### config.mk
export PLATFORM = sky130hd
export DESIGN_NAME = clk_source_switch
export DESIGN_NICKNAME = d
export VERILOG_FILES = /design/src/rtl/cksw_pkg.sv /design/src/rtl/cksw_sync.sv /design/src/rtl/cksw_settle.sv /design/src/rtl/cksw_seq.sv /design/src/rtl/clk_source_switch.sv
export SDC_FILE = /design/constraint.sdc
export NUM_CORES = 1
export LEC_CHECK = 0
export ABC_CLOCK_PERIOD_IN_PS = 2000
export BUFFER_PORTS_ARGS = -buffer_cell sky130_fd_sc_hd__buf_2
export CORE_MARGIN = 10
export CORE_UTILIZATION = 44
export DETAILED_ROUTE_END_ITERATION = 10
export GPL_TIMING_DRIVEN = 1
export PLACE_DENSITY_LB_ADDON = 0.2
export REMOVE_ABC_BUFFERS = 1
export SYNTH_ARGS = -nofsm -noshare
export SYNTH_HDL_FRONTEND = slang
export SYNTH_SLANG_ARGS = --single-unit
### constraint.sdc
create_clock -name clk -period 2 [get_ports clk]
set_input_delay 0 -clock clk [delete_from_list [all_inputs] [get_ports clk]]
set_output_delay 0 -clock clk [all_outputs]
set_load 0.01 [all_outputs]
### src/rtl/cksw_pkg.sv
package cksw_pkg;
  localparam int NPH = 4;
  typedef logic [2:0] src_code_t;

  localparam src_code_t C_FRC     = 3'd0;
  localparam src_code_t C_FRC_PLL = 3'd1;
  localparam src_code_t C_PRI     = 3'd2;
  localparam src_code_t C_PRI_PLL = 3'd3;
  localparam src_code_t C_SEC     = 3'd4;
  localparam src_code_t C_LPRC    = 3'd5;

  localparam logic [1:0] PH_FRC  = 2'd0;
  localparam logic [1:0] PH_PRI  = 2'd1;
  localparam logic [1:0] PH_SEC  = 2'd2;
  localparam logic [1:0] PH_LPRC = 2'd3;

  localparam logic [1:0] PRI_EXT = 2'd2;

  typedef enum logic [2:0] {
    S_IDLE, S_START, S_WPLL, S_SETTLE, S_BREAK
  } seq_state_t;

  function automatic logic [1:0] phys_of(src_code_t c);
    case (c)
      C_FRC, C_FRC_PLL: return PH_FRC;
      C_PRI, C_PRI_PLL: return PH_PRI;
      C_SEC:            return PH_SEC;
      C_LPRC:           return PH_LPRC;
      default:          return PH_FRC;
    endcase
  endfunction

  function automatic logic needs_pll(src_code_t c);
    return (c == C_FRC_PLL) || (c == C_PRI_PLL);
  endfunction

  function automatic logic code_valid(src_code_t c);
    return c <= C_LPRC;
  endfunction

  function automatic logic pll_conflict(src_code_t a, src_code_t b);
    return ((a == C_FRC_PLL) && (b == C_PRI_PLL)) ||
           ((a == C_PRI_PLL) && (b == C_FRC_PLL));
  endfunction

  function automatic logic [NPH-1:0] onehot_of(logic [1:0] p);
    logic [NPH-1:0] r;
    r = '0;
    r[p] = 1'b1;
    return r;
  endfunction
endpackage

### src/rtl/cksw_sync.sv
module cksw_sync #(
  parameter int STAGES = 2,
  parameter int WIDTH  = 1
) (
  input  logic             clk,
  input  logic             rst_n,
  input  logic [WIDTH-1:0] d_async,
  output logic [WIDTH-1:0] q_sync
);
  logic [WIDTH-1:0] chain [STAGES];

  always_ff @(posedge clk) begin
    if (!rst_n) begin
      for (int i = 0; i < STAGES; i++) chain[i] <= '0;
    end else begin
      chain[0] <= d_async;
      for (int i = 1; i < STAGES; i++) chain[i] <= chain[i-1];
    end
  end

  assign q_sync = chain[STAGES-1];
endmodule

### src/rtl/cksw_settle.sv
module cksw_settle #(
  parameter int SETTLE_CYC  = 10,
  parameter int SYNC_STAGES = 2
) (
  input  logic clk,
  input  logic rst_n,
  input  logic enable,
  input  logic tgt_clk_raw,
  output logic done
);
  localparam int CW = $clog2(SETTLE_CYC + 1);
  localparam logic [CW-1:0] LIMIT = CW'(SETTLE_CYC);

  logic          tclk_s;
  logic          tclk_d;
  logic [CW-1:0] cnt;
  logic          rise;

  cksw_sync #(.STAGES(SYNC_STAGES), .WIDTH(1)) u_sync (
    .clk     (clk),
    .rst_n   (rst_n),
    .d_async (tgt_clk_raw),
    .q_sync  (tclk_s)
  );

  assign rise = tclk_s & ~tclk_d;

  always_ff @(posedge clk) begin
    if (!rst_n) begin
      tclk_d <= 1'b0;
      cnt    <= '0;
    end else begin
      tclk_d <= tclk_s;
      if (!enable)
        cnt <= '0;
      else if (rise && cnt != LIMIT)
        cnt <= cnt + 1'b1;
    end
  end

  assign done = enable && (cnt == LIMIT);
endmodule

### src/rtl/cksw_seq.sv
module cksw_seq
  import cksw_pkg::*;
(
  input  logic       clk,
  input  logic       rst_n,
  input  logic       cfg_sw_disable,
  input  src_code_t  cfg_src,
  input  logic [1:0] cfg_pri_mode,
  input  logic       unlock_hi,
  input  logic       unlock_lo,
  input  logic       wr_hi,
  input  logic       wr_lo,
  input  src_code_t  wr_nsrc,
  input  logic       wr_swen,
  input  logic       ost_pri,
  input  logic       ost_sec,
  input  logic       pll_lock_in,
  input  logic       cf_event,
  input  logic       settle_done,
  output src_code_t  cur_src,
  output src_code_t  nxt_src,
  output logic       swen,
  output logic       lock_flag,
  output logic       cf_flag,
  output logic       busy,
  output logic       settling,
  output logic       breaking
);
  seq_state_t state;
  logic hi_open, lo_open;
  logic acc_hi, acc_lo;
  logic redundant, rejected, tgt_ready;

  assign busy     = (state != S_IDLE);
  assign settling = (state == S_SETTLE);
  assign breaking = (state == S_BREAK);

  // next-source is frozen once a request is pending; start bit once busy
  assign acc_hi = wr_hi & hi_open & ~busy & ~swen & ~cfg_sw_disable;
  assign acc_lo = wr_lo & lo_open & ~busy & ~cfg_sw_disable;

  always_comb begin
    redundant = (nxt_src == cur_src);
    rejected  = !code_valid(nxt_src) || pll_conflict(cur_src, nxt_src);
    case (phys_of(nxt_src))
      PH_PRI:  tgt_ready = (cfg_pri_mode == PRI_EXT) || ost_pri;
      PH_SEC:  tgt_ready = ost_sec;
      default: tgt_ready = 1'b1;
    endcase
  end

  always_ff @(posedge clk) begin
    if (!rst_n) begin
      state     <= S_IDLE;
      cur_src   <= cfg_src;
      nxt_src   <= cfg_src;
      swen      <= 1'b0;
      lock_flag <= 1'b0;
      cf_flag   <= 1'b0;
      hi_open   <= 1'b0;
      lo_open   <= 1'b0;
    end else begin
      hi_open <= unlock_hi;
      lo_open <= unlock_lo;
      if (cf_event) cf_flag <= 1'b1;
      if (cfg_sw_disable) begin
        state   <= S_IDLE;
        cur_src <= cfg_src;
        nxt_src <= cfg_src;
        swen    <= 1'b0;
      end else begin
        if (acc_hi) nxt_src <= wr_nsrc;
        if (acc_lo) swen    <= wr_swen;
        case (state)
          S_IDLE: begin
            if (swen) begin
              if (redundant || rejected) begin
                swen <= 1'b0;
              end else begin
                lock_flag <= 1'b0;
                cf_flag   <= 1'b0;
                state     <= S_START;
              end
            end
          end
          S_START: begin
            if (tgt_ready) state <= needs_pll(nxt_src) ? S_WPLL : S_SETTLE;
          end
          S_WPLL: begin
            if (pll_lock_in) begin
              lock_flag <= 1'b1;
              state     <= S_SETTLE;
            end
          end
          S_SETTLE: begin
            if (settle_done) state <= S_BREAK;
          end
          S_BREAK: begin
            cur_src <= nxt_src;
            swen    <= 1'b0;
            state   <= S_IDLE;
          end
          default: state <= S_IDLE;
        endcase
      end
    end
  end
endmodule

### src/rtl/clk_source_switch.sv
module clk_source_switch
  import cksw_pkg::*;
#(
  parameter int SETTLE_CYC  = 10,
  parameter int SYNC_STAGES = 2
) (
  input  logic       clk,
  input  logic       rst_n,
  input  logic       cfg_sw_disable,
  input  logic [2:0] cfg_src,
  input  logic [1:0] cfg_pri_mode,
  input  logic       cfg_fscm_en,
  input  logic       wdt_en,
  input  logic       sosc_keep,
  input  logic       unlock_hi,
  input  logic       unlock_lo,
  input  logic       wr_hi,
  input  logic       wr_lo,
  input  logic [2:0] wr_nsrc,
  input  logic       wr_swen,
  input  logic       ost_pri,
  input  logic       ost_sec,
  input  logic       pll_lock_in,
  input  logic       cf_event,
  input  logic [3:0] src_clk_raw,
  output logic [2:0] cur_src,
  output logic [2:0] nxt_src,
  output logic       swen,
  output logic       lock_flag,
  output logic       cf_flag,
  output logic       busy,
  output logic [3:0] src_en,
  output logic [3:0] clk_sel
);
  logic settling, breaking, settle_done;
  logic tgt_raw;
  logic fscm_eff;

  cksw_seq u_seq (
    .clk            (clk),
    .rst_n          (rst_n),
    .cfg_sw_disable (cfg_sw_disable),
    .cfg_src        (cfg_src),
    .cfg_pri_mode   (cfg_pri_mode),
    .unlock_hi      (unlock_hi),
    .unlock_lo      (unlock_lo),
    .wr_hi          (wr_hi),
    .wr_lo          (wr_lo),
    .wr_nsrc        (wr_nsrc),
    .wr_swen        (wr_swen),
    .ost_pri        (ost_pri),
    .ost_sec        (ost_sec),
    .pll_lock_in    (pll_lock_in),
    .cf_event       (cf_event),
    .settle_done    (settle_done),
    .cur_src        (cur_src),
    .nxt_src        (nxt_src),
    .swen           (swen),
    .lock_flag      (lock_flag),
    .cf_flag        (cf_flag),
    .busy           (busy),
    .settling       (settling),
    .breaking       (breaking)
  );

  assign tgt_raw = src_clk_raw[phys_of(nxt_src)];

  cksw_settle #(.SETTLE_CYC(SETTLE_CYC), .SYNC_STAGES(SYNC_STAGES)) u_settle (
    .clk         (clk),
    .rst_n       (rst_n),
    .enable      (settling),
    .tgt_clk_raw (tgt_raw),
    .done        (settle_done)
  );

  assign fscm_eff = cfg_fscm_en & ~cfg_sw_disable;

  // break-before-make: all-zero select during the break state
  assign clk_sel = breaking ? '0 : onehot_of(phys_of(cur_src));

  for (genvar g = 0; g < NPH; g++) begin : g_en
    logic keep;
    if (g == int'(PH_LPRC)) begin : g_lp
      assign keep = wdt_en | fscm_eff;
    end else if (g == int'(PH_SEC)) begin : g_sc
      assign keep = sosc_keep;
    end else begin : g_no
      assign keep = 1'b0;
    end
    assign src_en[g] = (phys_of(cur_src) == 2'(g)) |
                       (busy && (phys_of(nxt_src) == 2'(g))) | keep;
  end
endmodule

* Word-level counts from Yosys, hierarchy flattened
Memories as Yosys holds them, arrays and structs flattened.
Index checks and enable logic that the tools add are counted.
** Word-level totals
- Logic and storage cells :: 134
- Memories kept :: 1
- Register bits after elaboration :: 19
- Memory bits (writable) :: 2
- Input port bits :: 27
- Output and inout port bits :: 18
** Memory list
- u_settle.u_sync.chain :: depth 2, width 1, read ports 2, clocked after Yosys merged registers in 0, wr ports 2, RTL line cksw_sync.sv:10 : logic [WIDTH-1:0] chain [STAGES];
** Cells by class
- Reduce and logical (&&, ||, !) cells :: 26
- Mux-type cells :: 38
- Bitwise operators :: 23
- Eq/ne operators :: 31
- Order comparisons :: 4
- Add/sub/neg operators :: 1
** Operator list (number)
- $mux W3 :: 11
- $eq A3 B2 Y1 const B :: 6
- $mux W1 :: 18
- $eq A3 B3 Y1 const B :: 5
- $pmux W2 S3 :: 2
- $pmux W3 S4 :: 1
- $eq A2 B2 Y1 const B :: 5
- $reduce_and A5 Y1 :: 2
- $and A1 B1 Y1 :: 9
- $eq A3 B1 Y1 const B :: 3
- $logic_and A1 B1 Y1 :: 9
- $or A1 B1 Y1 :: 9
- $lt A2 B3 Y1 const B :: 2
- $ne A2 B2 Y1 const B :: 3
- $ne A3 B1 Y1 const B :: 2
- $pmux W1 S2 :: 3
- $reduce_or A2 Y1 :: 3
- $logic_or A1 B1 Y1 :: 5
- $not A1 Y1 :: 5
- $add A4 B1 Y4 const B :: 1
- $eq A2 B1 Y1 const B :: 2
- $eq A4 B4 Y1 const B :: 1
- $logic_not A2 Y1 :: 2
- $mux W4 :: 1
- 12 further kinds :: 13

* Longest topological paths before layout
- Word-level depth :: 9
- Gate-level depth with buffers :: 8
- Gate-level depth less buffers :: 7

* By module
A second synthesis with hierarchy kept.
** Second synthesis, totals
- Cells, all modules :: 151
- Area, all modules :: 1283.7 µm²
** By module, submodules not included
- cksw_seq :: instances 1, sequential area each 340.3 µm², cells an instance 91, area an instance 819.5 µm²
- cksw_settle :: instances 1, sequential area each 100.1 µm², cells an instance 28, area an instance 242.7 µm²
- clk_source_switch :: instances 1, sequential area each 0.0 µm², cells an instance 28, area an instance 168.9 µm²
- cksw_sync :: instances 1, sequential area each 40.0 µm², cells an instance 4, area an instance 52.6 µm²

* Worst setup path before layout
OpenSTA, ideal clock, no wires.
- Path type :: reg-to-reg
- From :: register u_seq.nxt_src[2]
- To :: register u_seq.state[0]
- Setup slack :: -0.047 ns
- Data required time :: 1.905 ns
- Library setup time :: 0.095 ns
- Cell stages (with the launch flop) :: 8
- Arrival :: 1.952 ns
- Path through :: edfxtp_1 clkbuf_1 and2b_1 a21o_1 ha_1 nor4b_1 a32oi_1 a221oi_1
** Between the ends
- Longest elaborated chain between the ends :: 7
- Elaborated cells on any way between the ends :: 25
** Ends and longest elaborated chain
- from (decl) :: RTL line cksw_seq.sv:21 : output src_code_t nxt_src,
- from (signal assigned) :: RTL line cksw_seq.sv:56 : nxt_src <= cfg_src;
- from (signal assigned) :: RTL line cksw_seq.sv:69 : nxt_src <= cfg_src;
- from (signal assigned) :: RTL line cksw_seq.sv:72 : if (acc_hi) nxt_src <= wr_nsrc;
- $eq A3 B2 Y1 (tied with other cells) :: RTL line cksw_pkg.sv:24 : case (c)
- $reduce_or A2 Y1 (tied with other cells) :: RTL line cksw_pkg.sv:24
- $pmux W2 S3 or $logic_or A1 B1 Y1 (tied branches) :: RTL line cksw_pkg.sv:24, cksw_pkg.sv:42
- $eq A2 B2 Y1 (tied with other cells) :: RTL line cksw_seq.sv:45 : case (phys_of(nxt_src))
- $pmux W1 S2 or $logic_or A1 B1 Y1 (tied branches) :: RTL line cksw_seq.sv:45, cksw_seq.sv:77
- $ne A2 B1 Y1 (no source line) or $ne A2 B2 Y1 (tied branches)
- $reduce_and A5 Y1 (no source line)
- to (signal assigned) :: RTL line cksw_seq.sv:87 : if (tgt_ready) state <= needs_pll(nxt_src) ? S_WPLL : S_SETTLE;
- to (decl) :: RTL line cksw_seq.sv:29 : seq_state_t state;
Several ways; a longest one is shown, not always the timed one. The select of a mux whose other input is x is not followed.
A chain may end at the register's enable or synchronous reset.

* Worst setup path after layout
- From :: register u_seq.nxt_src[1]
- To :: output port src_en[2]
** Between the ends
- Longest elaborated chain between the ends :: 7
- Elaborated cells on any way between the ends :: 10
** Ends and longest elaborated chain
- $eq A3 B2 Y1 :: RTL line cksw_pkg.sv:24
- $reduce_or A2 Y1 :: RTL line cksw_pkg.sv:24
- $pmux W2 S3 (*) :: RTL line cksw_pkg.sv:24
- $eq A2 B2 Y1 (*) :: RTL line clk_source_switch.sv:91 : (busy && (phys_of(nxt_src) == 2'(g))) | keep;
- $logic_and A1 B1 Y1 (*) :: RTL line clk_source_switch.sv:91
- $or A1 B1 Y1 (*) :: RTL line clk_source_switch.sv:90 : assign src_en[g] = (phys_of(cur_src) == 2'(g)) |
- $or A1 B1 Y1 (*) :: RTL line clk_source_switch.sv:91
- to (decl) :: RTL line clk_source_switch.sv:32 : output logic [3:0] src_en,
Mark *: on every way between the ends. The rest lies on a longest branch, timed or not.

==> impl_metrics.ini <==
[status]
outcome = finished, final reports clean

[placement]
dpl_cell_area_um2 = 1480
dp_cells = 218
place_hpwl_um = 2730
port-buffer-count = 44
place.gp.congestion = 0.847

[power_and_ir_drop]
comb_power_share_pct = 25.3
switchingPower_w = 0.000260
power_w = 0.000907
switching_share_pct = 28.7
vdd_drop_max_mv = 0.488
seqPwrFrac_pct = 52.1
internal-power_w = 0.000646
power_density_nw_per_um2 = 564
leakagePower_nw = 0.755
clock_power_share_pct = 22.6

[worst_setup_path]
worstPathRequired_ps = 2000
worstPathArrival_ps = 1900
start_kind = flip-flop
endpoint_kind = primary output
crit_fanout = 4
reg2reg_slack_ps = 120
r2r_cells = 6
critical_path_class = reg -> out
r2r-end = u_seq.state[0]
r2r-start = u_seq.nxt_src[2]

[routing]
drt_iter0_markers = 70
drc = 0
via_per_inst = 5.31
dr_total_vias = 1227
wire_per_inst_um = 14.7
drt_first_pass_iters = 6
wl_um = 3410
postRouteAntennaNets = 0

[hold_path]
hold_class = in -> reg
min_to = u_seq.lock_flag
hp-start = rst_n
whs_path_depth = 3

[logic_synthesis]
synth_edf_count = 6
yosys.area.top_type = dfxtp_1
yosysMostFrequentCell = nand2_1
ys_top_cells_by_count = nand2_1 (32), dfxtp_1 (15), nor2_1 (10)
netlist_area_um2 = 1220
synthDistinctLibCells = 44
ys_ff_latch = 21
synthCells = 143
synth_top_area_share_pct = 24.6
synth_area_leaders = dfxtp_1 (25%), edfxtp_1 (15%), nand2_1 (9.8%), ha_1 (6.2%), nor2b_1 (3.6%)
synth_ff_type = dfxtp_1
avgSynthCellArea_um2 = 8.53
yosysSeqAreaShare_pct = 39.4
ys_async_sr_fraction_pct = 0
ys_warn_count = 0

[cells_and_area]
antennaDiodeCount = 0
final_area_um2 = 1610
drive_above_1_share_pct = 30.5
syn2layout_area_growth_pct = 31.8
fin_nets = 234
fillers = 258
layoutNonFillerInstCount = 231

[clocking]
cts_tree = yes
cts_sinks = 21
clk_path_buf_depth = 2
path_clk_slew_ps = 120
htree_levels = 1
cts-root-buf = clkbuf_4
clk_latency_ps = 300
cts_buffers = 3

[timing]
whs_ps = 3.78
drv_slew = 0
finalCriticalPeriod_ps = 1900
tightest_slew_ps = 464
finalHoldViolCount = 0
max_freq_mhz = 526
layout_worst_path_cycle_share_pct = 95.1
setup_viol = 0
fin_setup_tns_ps = 0
slew_headroom_pct = 68.8
skew_ps = 5.12

[global_routing]
grt.overflow.total = 0
grt_pass1_wl_um = 5620
antenna_found_initial = 0
grt_pass1_vias = 1235
grt_max_degree = 13
grt_usage_pct = 12.8

[die]
core.rowCount = 19
die_width_um = 72.7
die-area_um2 = 5280
num_io_pins = 45
initial_core_util_pct = 45.0
core_area_um2 = 2710
die_h_um = 72.7

[run]
cap_violations = 0
-- through the flow --
step           utilization [%]  worst slack, ps
4_1_cts                   59.1             67.1
3_3_place_gp              54.8              176
2_1_floorplan                -             26.3
6_report                  59.3             97.6
5_1_grt                   59.3            -37.2
3_5_place_dp              54.8             79.8
-- cell usage in the layout, fill, tap and decap left out, types with 5 or more instances in the layout --
cell            n
buf_2          44
nand2_1        32
inv_1           5
dfxtp_1        15
nor2_1         10
ha_1            6
dlygate4sd3_1   9
and2_1          6
edfxtp_1        6
buf_4           6
nor2b_1         7
-- final cells by class --
class	count	area [um^2]	area share, %
clock buffers	3	22.5	1.40
clock inverters	1	5.00	0.311
inverters	5	18.8	1.17
multi-input cells	111	687	42.7
flip-flops and latches	21	480	29.9
well taps	31	38.8	2.41
repair buffers	59	355	22.1
-- sequential cells by signal, indices dropped and copies added, names as in the netlist --
| register | cells |
|---|---|
| u_settle.cnt | 4 |
| u_seq.cur_src | 3 |
| u_seq.nxt_src | 3 |
| u_seq.state | 3 |
| u_settle.u_sync.chain | 2 |
| u_seq.cf_flag | 1 |
| u_seq.hi_open | 1 |
| u_seq.lo_open | 1 |
| u_seq.lock_flag | 1 |
| u_seq.swen | 1 |
| u_settle.tclk_d | 1 |
-- metal layers --
layer | part of all wire [%] | global-route usage (%) | wire length (um)
met1 | 41 | 14.8 | 1400
met3 | 14 | 6.39 | 470
met5 | 0 | 0 | 0
met4 | 0.47 | 3.16 | 16
met2 | 45 | 20.7 | 1520
-- worst max-delay path by stage --
stage / end / startpoint / slack (ps) / depth (start not counted)
2_1_floorplan: u_seq.state[0] / u_seq.nxt_src[2] / 30 / 6
5_1_grt: u_seq.state[0] / u_seq.nxt_src[1] / -40 / 6
3_5_place_dp: u_seq.state[0] / u_seq.nxt_src[2] / 80 / 6
6_report: src_en[2] / u_seq.nxt_src[1] / 100 / 6
3_3_place_gp: u_seq.state[0] / u_seq.nxt_src[2] / 180 / 6
4_1_cts: u_seq.state[0] / u_seq.nxt_src[2] / 70 / 6
-- critical path, stage by stage, from the launching register on --
cell and delay (ps):
edfxtp_1 410, and2b_1 270, a21o_1 180, inv_1 70, ha_1 220, a221o_1 310, buf_2 140
-- cell families (layout without fill, tap and decap cells) --
logic type | count (synthesis) | count (layout) | share of synthesized area [%]
XOR/XNOR | 3 | 3 | 2.15
AO/OA/AOI/OAI | 22 | 22 | 13.1
buffers and inverters | 11 | 68 | 4.82
flip-flops | 21 | 21 | 39.4
multiplexers | 3 | 3 | 2.67
AND/OR/NAND/NOR | 77 | 77 | 31.7
adder cells (fa/ha/maj) | 6 | 6 | 6.15
-- power by group through the flow --
stage / logic [W] / clock network (W) / registers [W]
floorplan: 0.000100 / 0 / 0.000496
global placement: 0.000206 / 0 / 0.000482
detailed placement: 0.000212 / 0 / 0.000482
CTS: 0.000229 / 0.000212 / 0.000473
global route: 0.000258 / 0.000224 / 0.000476
finish: 0.000229 / 0.000205 / 0.000473
-- what timing repair did --
action	in CTS	in global routing
setup buffers	0	0
resized for setup	0	1
hold buffers	9	0
setup endpoints to repair	0	1
hold endpoints to repair	7	0
No activity file was read; power rests on OpenSTA's default activity.
